<file path="src/rtl/i2c_xfer_fifo_pkg.sv">
package i2c_xfer_fifo_pkg;

    parameter int unsigned QDEPTH    = 16;
    parameter int unsigned TXE_W     = 10;
    parameter int unsigned RXE_W     = 8;
    parameter int unsigned WPORT_W   = 16;

    localparam int unsigned CNT_W    = $clog2(QDEPTH + 1);
    localparam int unsigned OCC_W    = $clog2(QDEPTH);
    localparam int unsigned HALF_LVL = QDEPTH / 2;

    typedef struct packed {
        logic full;
        logic empty;
    } q_flags_t;

    // Zero-based occupancy: count minus one, clamped to zero when empty.
    function automatic logic [OCC_W-1:0] occ_of(input logic [CNT_W-1:0] cnt);
        logic [CNT_W-1:0] m1;
        m1 = cnt - CNT_W'(1);
        return (cnt == '0) ? '0 : m1[OCC_W-1:0];
    endfunction

endpackage

</file>
<file path="src/rtl/xfer_queue.sv">
module xfer_queue
    import i2c_xfer_fifo_pkg::*;
#(
    parameter int unsigned EW    = 8,
    parameter int unsigned DEPTH = 16
) (
    input  logic                clk,
    input  logic                rst,
    input  logic                clear,
    input  logic                push,
    input  logic [EW-1:0]       push_data,
    input  logic                pop,
    output logic [EW-1:0]       head,
    output logic [CNT_W-1:0]    count,
    output q_flags_t            flags
);
    localparam int unsigned AW = $clog2(DEPTH);

    logic [EW-1:0] mem [DEPTH];
    logic [AW-1:0] wr_ptr, rd_ptr;
    logic          do_push, do_pop;

    assign flags.full  = (count == CNT_W'(DEPTH));
    assign flags.empty = (count == '0);

    // Full is judged before any same-cycle pop; clear blocks everything.
    assign do_push = push && !flags.full  && !clear;
    assign do_pop  = pop  && !flags.empty && !clear;

    function automatic logic [AW-1:0] bump(input logic [AW-1:0] p);
        return (p == AW'(DEPTH - 1)) ? '0 : p + AW'(1);
    endfunction

    always_ff @(posedge clk) begin
        if (do_push) begin
            mem[wr_ptr] <= push_data;
        end
    end

    always_ff @(posedge clk) begin
        if (rst || clear) begin
            wr_ptr <= '0;
            rd_ptr <= '0;
            count  <= '0;
        end else begin
            if (do_push) begin
                wr_ptr <= bump(wr_ptr);
            end
            if (do_pop) begin
                rd_ptr <= bump(rd_ptr);
            end
            case ({do_push, do_pop})
                2'b10:   count <= count + CNT_W'(1);
                2'b01:   count <= count - CNT_W'(1);
                default: count <= count;
            endcase
        end
    end

    assign head = mem[rd_ptr];

    // count never exceeds the depth
    a_r3_count_bound: assert property (@(posedge clk) disable iff (rst)
        count <= CNT_W'(DEPTH));

    // push into full without pop leaves count at depth
    a_r4_no_overflow: assert property (@(posedge clk) disable iff (rst)
        (flags.full && push && !pop && !clear) |=> (count == CNT_W'(DEPTH)));

    // pop from empty without push leaves it empty
    a_r5_no_underflow: assert property (@(posedge clk) disable iff (rst)
        (flags.empty && pop && !push && !clear) |=> flags.empty);

    // clear empties the queue at the next edge
    a_r8_clear_empties: assert property (@(posedge clk) disable iff (rst)
        clear |=> (count == '0));

    // simultaneous push and pop in the middle keep the count
    a_r10_push_pop_hold: assert property (@(posedge clk) disable iff (rst)
        (push && pop && !flags.full && !flags.empty && !clear) |=> $stable(count));

endmodule

</file>
<file path="src/rtl/tx_level_unit.sv">
module tx_level_unit
    import i2c_xfer_fifo_pkg::*;
#(
    parameter int unsigned HALF = HALF_LVL
) (
    input  logic             clk,
    input  logic             rst,
    input  logic [CNT_W-1:0] count,
    output logic             lvl_empty,
    output logic             lvl_half
);
    assign lvl_empty = (count == '0);
    assign lvl_half  = (count <= CNT_W'(HALF));

    // an empty queue is also at or below half
    a_r7_empty_is_half: assert property (@(posedge clk) disable iff (rst)
        lvl_empty |-> lvl_half);

endmodule

</file>
<file path="src/rtl/rx_watermark_unit.sv">
module rx_watermark_unit
    import i2c_xfer_fifo_pkg::*;
#(
    parameter int unsigned DEPTH = QDEPTH
) (
    input  logic             clk,
    input  logic             rst,
    input  logic             wm_wr,
    input  logic [OCC_W-1:0] wm_data,
    input  logic [CNT_W-1:0] count,
    output logic             hit
);
    logic [OCC_W-1:0] wm_q;
    logic [CNT_W-1:0] thresh;

    always_ff @(posedge clk) begin
        if (rst) begin
            wm_q <= OCC_W'(DEPTH - 1);
        end else if (wm_wr) begin
            wm_q <= wm_data;
        end
    end

    // Zero-based watermark: N means N+1 entries.
    assign thresh = CNT_W'(wm_q) + CNT_W'(1);
    assign hit    = (count >= thresh);

    // an empty queue never meets any watermark
    a_r6_empty_no_hit: assert property (@(posedge clk) disable iff (rst)
        (count == '0) |-> !hit);

    // a full queue meets every watermark
    a_r6_full_hit: assert property (@(posedge clk) disable iff (rst)
        (count == CNT_W'(DEPTH)) |-> hit);

endmodule

</file>
<file path="src/rtl/i2c_xfer_fifos.sv">
module i2c_xfer_fifos
    import i2c_xfer_fifo_pkg::*;
(
    input  logic               clk,
    input  logic               rst,
    input  logic               tx_wr_en,
    input  logic [WPORT_W-1:0] tx_wr_data,
    input  logic               tx_flush,
    input  logic               tx_pop,
    output logic [TXE_W-1:0]   tx_head,
    input  logic               rx_push,
    input  logic [RXE_W-1:0]   rx_push_data,
    input  logic               rx_rd_en,
    output logic [RXE_W-1:0]   rx_rd_data,
    input  logic               wm_wr_en,
    input  logic [OCC_W-1:0]   wm_wr_data,
    output logic [OCC_W-1:0]   tx_occ,
    output logic [OCC_W-1:0]   rx_occ,
    output logic               tx_full,
    output logic               tx_empty,
    output logic               tx_half,
    output logic               rx_full,
    output logic               rx_empty,
    output logic               rx_wm_hit
);
    logic [CNT_W-1:0] tx_cnt, rx_cnt;
    q_flags_t         tx_flg, rx_flg;
    logic             tx_lvl_empty;

    xfer_queue #(.EW(TXE_W), .DEPTH(QDEPTH)) u_txq (
        .clk       (clk),
        .rst       (rst),
        .clear     (tx_flush),
        .push      (tx_wr_en),
        .push_data (tx_wr_data[TXE_W-1:0]),
        .pop       (tx_pop),
        .head      (tx_head),
        .count     (tx_cnt),
        .flags     (tx_flg)
    );

    xfer_queue #(.EW(RXE_W), .DEPTH(QDEPTH)) u_rxq (
        .clk       (clk),
        .rst       (rst),
        .clear     (1'b0),
        .push      (rx_push),
        .push_data (rx_push_data),
        .pop       (rx_rd_en),
        .head      (rx_rd_data),
        .count     (rx_cnt),
        .flags     (rx_flg)
    );

    tx_level_unit #(.HALF(HALF_LVL)) u_txlvl (
        .clk       (clk),
        .rst       (rst),
        .count     (tx_cnt),
        .lvl_empty (tx_lvl_empty),
        .lvl_half  (tx_half)
    );

    rx_watermark_unit #(.DEPTH(QDEPTH)) u_rxwm (
        .clk     (clk),
        .rst     (rst),
        .wm_wr   (wm_wr_en),
        .wm_data (wm_wr_data),
        .count   (rx_cnt),
        .hit     (rx_wm_hit)
    );

    assign tx_occ   = occ_of(tx_cnt);
    assign rx_occ   = occ_of(rx_cnt);
    assign tx_full  = tx_flg.full;
    assign tx_empty = tx_lvl_empty;
    assign rx_full  = rx_flg.full;
    assign rx_empty = rx_flg.empty;

    // level unit and queue agree on emptiness
    a_r7_empty_agree: assert property (@(posedge clk) disable iff (rst)
        tx_empty == tx_flg.empty);

    // a held flush keeps the transmit queue empty
    a_r8_flush_held: assert property (@(posedge clk) disable iff (rst)
        (tx_flush && $past(tx_flush)) |-> tx_empty);

endmodule

</file>
<file path="config.mk">
export PLATFORM = sky130hd
export DESIGN_NAME = i2c_xfer_fifos
export DESIGN_NICKNAME = d
export VERILOG_FILES = /design/src/rtl/i2c_xfer_fifo_pkg.sv /design/src/rtl/xfer_queue.sv /design/src/rtl/tx_level_unit.sv /design/src/rtl/rx_watermark_unit.sv /design/src/rtl/i2c_xfer_fifos.sv
export SDC_FILE = /design/constraint.sdc
export NUM_CORES = 1
export LEC_CHECK = 0
export ABC_AREA = 1
export CAP_MARGIN = 20
export CELL_PAD_IN_SITES_DETAIL_PLACEMENT = 1
export CELL_PAD_IN_SITES_GLOBAL_PLACEMENT = 1
export CORE_ASPECT_RATIO = 0.7
export CORE_MARGIN = 5
export CORE_UTILIZATION = 35
export DETAILED_ROUTE_END_ITERATION = 8
export DONT_BUFFER_PORTS = 1
export PLACE_DENSITY_LB_ADDON = 0.1
export SLEW_MARGIN = 20
export SYNTH_ARGS = -nofsm -noshare
export SYNTH_HDL_FRONTEND = slang
export SYNTH_SLANG_ARGS = --single-unit
export TNS_END_PERCENT = 50
</file>
<file path="constraint.sdc">
create_clock -name clk -period 5.8 [get_ports clk]
set_input_delay 1.45 -clock clk [delete_from_list [all_inputs] [get_ports clk]]
set_output_delay 1.45 -clock clk [all_outputs]
set_load 0.03 [all_outputs]
</file>
==> results.md, run 1 <==
* CTS Buf Count at 36
* Die Wd at 248 um
* Synth Flop Type: edfxtp_1
* Die Y-Extent at 177 um
* Cells along the critical path: buf_4, inv_2, buf_4, nor2_1, o21ai_0, nand3_1, nand3_1, nand2_1
* Asr flop ratio synth at 0%
* Post-synth net total at 1335
* Total GRT Usage at 16.4%
* Maximum clock path buffer count at 3
* Commonest cells after routing, fill and taps aside: 288 x edfxtp_1, 219 x nor2_1, 206 x nand2_1
* Initial DRT Pass Iterations at 6
* Met3 GRT Util at 2.66%
* Max-slew headroom at 29.0%
* Fillers at 4349
* Worst slew pin tran at 1.05 ns
* Fin. Hold Viols at 0
* Synth Instances at 1276
* Final Setup Violations at 0
* Layout cell share with drive strength beyond 1 at 7.76%
* Initial Util at 35.2%
* Area contributors post-synth: edfxtp_1 62%, nor2_1 6.1%, nand2_1 5.6%
* Slowest CP cell: inv_2
* RSZ-0062 raised after global routing: no
* Yosys cell types at 34
* Leakage power at 5.56 nW
* Share of the synthesized area in the top cell type at 62.1%
* Post-layout min period at 4.24 ns
* Pwr Density at 383 mW/mm^2
* Largest net degree at the start of global routing at 64
* Post-route ant nets at 0
* NumNets Final at 1334
* Fin Setup TNS at 0 ns
* Gr busiest metal: met1
* First DRT Iteration DRCs at 570
* CTS Root Cell: clkbuf_16
* Status: finished, final reports clean
* Setup Fix Bufs, Post-CTS at 0
* P&R area growth vs syn at 12.3%
* Fin crit share at 73.1%
* Reg2Reg Setup Slack at 3.12 ns
* Clock Latency Late Sink at 0.52 ns
* Skew final at 0.0162 ns
* Crit-path max FO at 36
* Max Cap Viol at 0
* Core Area at 0.0395 mm^2
* CP peak stage delay at 0.63 ns
* CP Launch Type: flip-flop
* Antenna violations before repair at 1
* First-pass GRT wire length at 55.2 mm
* Congestion Overflow GR at 0
* Mapped Avg Cell Area at 10.9 um^2
* # hold bufs at CTS at 0
* Sequential area share after synthesis at 67.6%
* Max IR drop VDD at 0.000191 V
* Arrival time at the worst endpoint at 2.79 ns
* Vias per inst at 4.88
* DR vias at 8972
* DRC violations left at 0
* Commonest non-fill, non-tap cell in the layout: edfxtp_1
* Hold Path Class: flip-flop to flip-flop
* Antenna cells at 0
* Post-layout util at 39.5%
* Clk sinks at 326
* Cts repair resizes at 0
* Die ar. at 0.0439 mm^2
* Register bit total from synthesis at 326
* Vias in the first global route at 9126
* H-tree depth at 2
* Grt met1 use at 26.8%
* Port Buffers at 0
* IO Pins at 68
* Routed length per instance at 19.5 um
* Cell Area, Synth at 0.0139 mm^2
* Cell taking the most area after synthesis: edfxtp_1
* Met2 global-route usage at 22.9%
* Critical path type: flip-flop to primary output
* Drt total wl at 35.7 mm
* Clk pin slew, worst setup/hold paths at 0.06 ns
* Crit. End Element: primary output
* Worst Path Required at 4.35 ns
* Final Max Tran Viols at 0
* Highest clock rate at 236 MHz
* Post-synth EDFFs at 288
* Num rows at 61
* CTS tree: yes
* Placer Congestion at 0.734
* HPWL Detailed at 22.5 mm
* Yosys Warn Count at 0
==> routing by layer <==
metal,part of all wire [%],vias to the layer above
li1,-,4393
met1,54,4411
met2,40,137
met3,4.8,31
met4,1.1,0
met5,0,-
==> area by class of cell <==
cell class / count / area [um^2] / share of cell area, %
Sequential cell: 326 / 9410 / 60.2
Multi-Input combinational cell: 797 / 3840 / 24.6
Clock buffer: 46 / 980 / 6.27
Tap cell: 535 / 669 / 4.28
Inverter: 97 / 367 / 2.35
Clock inverter: 19 / 224 / 1.43
Timing Repair Buffer: 17 / 128 / 0.817
==> final timing paths <==
kind                  startpoint               to  cells past startpoint
setup / recovery       flip-flop       tx_head[8]                      8
hold / removal    u_rxwm.wm_q[1]   u_rxwm.wm_q[1]                      2
setup reg to reg  u_rxq.count[0]  u_rxq.mem[1][5]                      9
hold reg to reg   u_rxwm.wm_q[1]   u_rxwm.wm_q[1]                      2
==> kinds of logic (layout without fill, tap and decap cells) <==
group | count (synthesis) | count (layout) | synth area share [%]
flip-flops | 326 | 326 | 67.6
AND/OR/NAND/NOR | 584 | 584 | 17.5
adder cells (fa/ha/maj) | 23 | 23 | 2.07
AO/OA/AOI/OAI | 180 | 180 | 7.30
buffers and inverters | 153 | 179 | 4.90
XOR/XNOR | 10 | 10 | 0.629
==> synthesized netlist by cell type (3+ instances only) <==
library cell,number
a21oi_1,30
a21oi_2,6
buf_2,24
buf_4,6
buf_6,7
clkbuf_1,17
dfxtp_1,38
edfxtp_1,288
ha_1,23
inv_1,87
inv_2,7
nand2_1,206
nand3_1,131
nand3_2,3
nand4_1,9
nor2_1,225
nor2_2,3
o211ai_1,30
o21ai_0,77
o21ai_1,32
or2_1,3
xor2_1,8
==> flip-flops by register name, indices dropped and copies added, names as in the netlist, named ones only <==
| register | cells |
|---|---|
| u_txq.mem | 160 |
| u_rxq.mem | 128 |
| u_rxq.count | 5 |
| u_txq.count | 5 |
| u_rxq.rd_ptr | 4 |
| u_rxq.wr_ptr | 4 |
| u_rxwm.wm_q | 4 |
| u_txq.rd_ptr | 4 |
| u_txq.wr_ptr | 4 |
==> metrics by stage <==
step | hold WS [ns] | worst slack (ns) | cell area [um^2] | power, mW | instances
after global placement | 0.480 | 2.03 | 14400 | 3.70 | 1769
after global routing | 0.524 | 1.30 | 15600 | 6.28 | 1837
final | 0.497 | 1.56 | 15600 | 5.98 | 1837
after CTS | 0.501 | 1.44 | 15600 | 6.07 | 1837
after detailed placement | 0.491 | 2.00 | 14400 | 3.71 | 1772
after floorplan | 0.455 | 2.20 | 13900 | 3.50 | 1276
==> critical path, delay by kind of cell, from the launching register on <==
kind            cells  cell delay (ns)
flops               1             0.29
buf+inv             3             1.29
simple gates        4             0.60
compound gates      1             0.08
==> where the power goes <==
part           total [mW]  leakage [nW]  internal, mW  switching [mW]
sequential           2.67          2.91          2.61          0.0674
combinational       0.968          2.07         0.255           0.713
clock                2.34         0.581          1.42           0.922
total                5.98          5.56          4.28            1.70
Power figures use the tool's default switching activity.
==> run 2, diff against run 1 <==
Clock period 5.8 ns to 3.9 ns, I/O delays scaled along.
==> results.md, run 2 (synthesis results as in run 1) <==
* Status: finished, final reports clean
* Post-Layout Cell Count at 1852 (+0.82%)
* Fin. Hold Viols at 0 (unchanged)
* Clk sinks at 326 (unchanged)
* DP Cell Count at 1785 (+0.73%)
* Largest Register: u_txq.mem
* Commonest cells after routing, fill and taps aside: 288 x edfxtp_1, 225 x nor2_1, 206 x nand2_1
* # hold bufs at CTS at 0 (unchanged)
* Setup Fix Bufs, Post-CTS at 0 (unchanged)
* CP Launch Type: flip-flop
* Initial Util at 35.2% (unchanged)
* Initial DRT Pass Iterations at 5 (-1)
* Commonest non-fill, non-tap cell in the layout: edfxtp_1
* P&R area growth vs syn at 13.1%
* WL met2 at 14.9 mm (+3.4%)
* Crit. End Element: primary output
* Antenna violations before repair at 1 (unchanged)
* NumNets Final at 1348 (+1.0%)
* HPWL Detailed at 22.9 mm (+1.9%)
* Max Cap Viol at 0 (unchanged)
* Pwr Density at 569 mW/mm^2 (+49%)
* Cts repair resizes at 0 (unchanged)
* First DRT Iteration DRCs at 533 (-6.5%)
* Met1 WL at 19.6 mm (+2.2%)
* Highest clock rate at 281 MHz
* Reg2reg start: u_rxq.count[0]
* Largest net degree at the start of global routing at 64 (unchanged)
* Vias in the first global route at 9352 (+2.5%)
* Crit-path max FO at 43 (+19%)
* Leakage power at 5.67 nW (+1.9%)
* IO Pins at 68 (unchanged)
* Worst slew pin tran at 0.987 ns (-0.0618 ns)
* H-tree depth at 2 (unchanged)
* Arrival time at the worst endpoint at 2.58 ns (-0.21 ns)
* Metal3 WL at 1.56 mm (-9.0%)
* Fin crit share at 91.1%
* Layout cell share with drive strength beyond 1 at 8.66% (+0.91 points)
* Reg2Reg Setup Slack at 1.23 ns (-1.89 ns)
* Hold_sp: u_rxwm.wm_q[1]
* Worst Path Required at 2.92 ns (-1.43 ns)
* Max IR drop VDD at 0.000256 V (+34%)
* Die ar. at 0.0439 mm^2 (unchanged)
* Drt total wl at 36.5 mm (+2.3%)
* Largest register FFs at 160 (unchanged)
* Fin Setup TNS at 0 ns (unchanged)
* Num rows at 61 (unchanged)
* CTS Root Cell: clkbuf_16
* Die Y-Extent at 177 um (unchanged)
* Post-layout util at 39.8% (+0.30 points)
* Top layer reached by signal wires: met4
* Skew final at 0.0294 ns (+0.0132 ns)
* Congestion Overflow GR at 0 (unchanged)
* Routed length per instance at 19.7 um (+1.5%)
* Clock Latency Late Sink at 0.53 ns (about the same)
* Clk pin slew, worst setup/hold paths at 0.05 ns (about the same)
* Total GRT Usage at 16.7% (+0.34 points)
* Hold Path Class: flip-flop to flip-flop
* CTS Buf Count at 37 (+2.8%)
* Port Buffers at 0 (unchanged)
* RSZ-0062 raised after global routing: no
* Hold path cells at 2 (unchanged)
* Maximum clock path buffer count at 3 (unchanged)
* Die Wd at 248 um (unchanged)
* Vias per inst at 4.92 (+0.83%)
* Critical path type: flip-flop to primary output
* Largest regs: u_txq.mem x160, u_rxq.mem x128
* Final Setup Violations at 0 (unchanged)
* Core Area at 0.0395 mm^2 (unchanged)
* DR vias at 9120 (+1.6%)
* Reg2Reg Depth at 9 (unchanged)
* Max-slew headroom at 34.1% (+5.2 points)
* Post-layout min period at 3.55 ns
* First-pass GRT wire length at 56.1 mm (+1.7%)
* DRC violations left at 0 (unchanged)
* Final Max Tran Viols at 0 (unchanged)
* Placer Congestion at 0.767 (+4.5%)
* WHS at 0.503 ns (+0.00561 ns)
* Hold Path Sink: u_rxwm.wm_q[1]
* FF-to-FF End: u_rxq.mem[13][4]
* Post-route ant nets at 0 (unchanged)
* CTS tree: yes
==> run 2: changes by cell type in the layout (fill, tap and decap cells not counted), moves of 2 or more <==
cell	before	now
buf_4	17	29
clkinv_2	3	10
nor2_1	219	225
clkinvlp_4	2	0
nor2_2	9	3
clkinv_1	9	6
clkbuf_16	37	39
clkbuf_1	7	5
==> run 2: cell type report <==
class | instances | area (um^2)
inverter | 97 | 367
clock buffer | 46 | 1020
fill | 4349 | 23800
antenna | 1 | 2.50
clock inverter | 20 | 203
timing repair buffer | 30 | 238
sequential | 326 | 9410
multi-input combinational | 797 | 3830
tap | 535 | 669
==> run 2: metrics by stage <==
step	worst slack [ns]	total power, mW	area [um^2]
global route	0.167	9.38	15700
detailed placement	0.895	5.55	14500
finish	0.347	8.95	15700
CTS	0.303	9.10	15700
global placement	0.875	5.53	14500
floorplan	0.777	5.20	13900
==> run 2: how the worst max path moves through the flow <==
| stage | slack (ns) | start | endpoint |
|---|---|---|---|
| after floorplan | 0.78 | u_rxwm.wm_q[0] | rx_wm_hit |
| after global placement | 0.87 | flip-flop | rx_rd_data[4] |
| after detailed placement | 0.90 | flip-flop | rx_rd_data[4] |
| after CTS | 0.30 | flip-flop | rx_rd_data[4] |
| after global routing | 0.17 | flip-flop | rx_rd_data[4] |
| final | 0.35 | flip-flop | rx_rd_data[4] |
==> run 2: worst max-delay path, cell delays in order, from the launching register on <==
cell and delay [ns]:
dfxtp_2 0.43, inv_2 0.68, nand2_1 0.10, nand2_1 0.09, nand2_1 0.05, nand3_1 0.21, nand3_1 0.18, nand2_1 0.30
==> run 2: power by group <==
part / switching, mW / total [mW] / internal, mW / leakage, nW
sequential: 0.0910 / 3.97 / 3.88 / 2.91
combinational: 1.08 / 1.48 / 0.404 / 2.15
clock: 1.38 / 3.50 / 2.12 / 0.611
==> run 2: routing by layer <==
metal  vias up  track usage, %
met5         -               0
met4         0            3.24
met3        33            2.72
met2       146            24.0
met1      4517            26.7
li1       4424               -
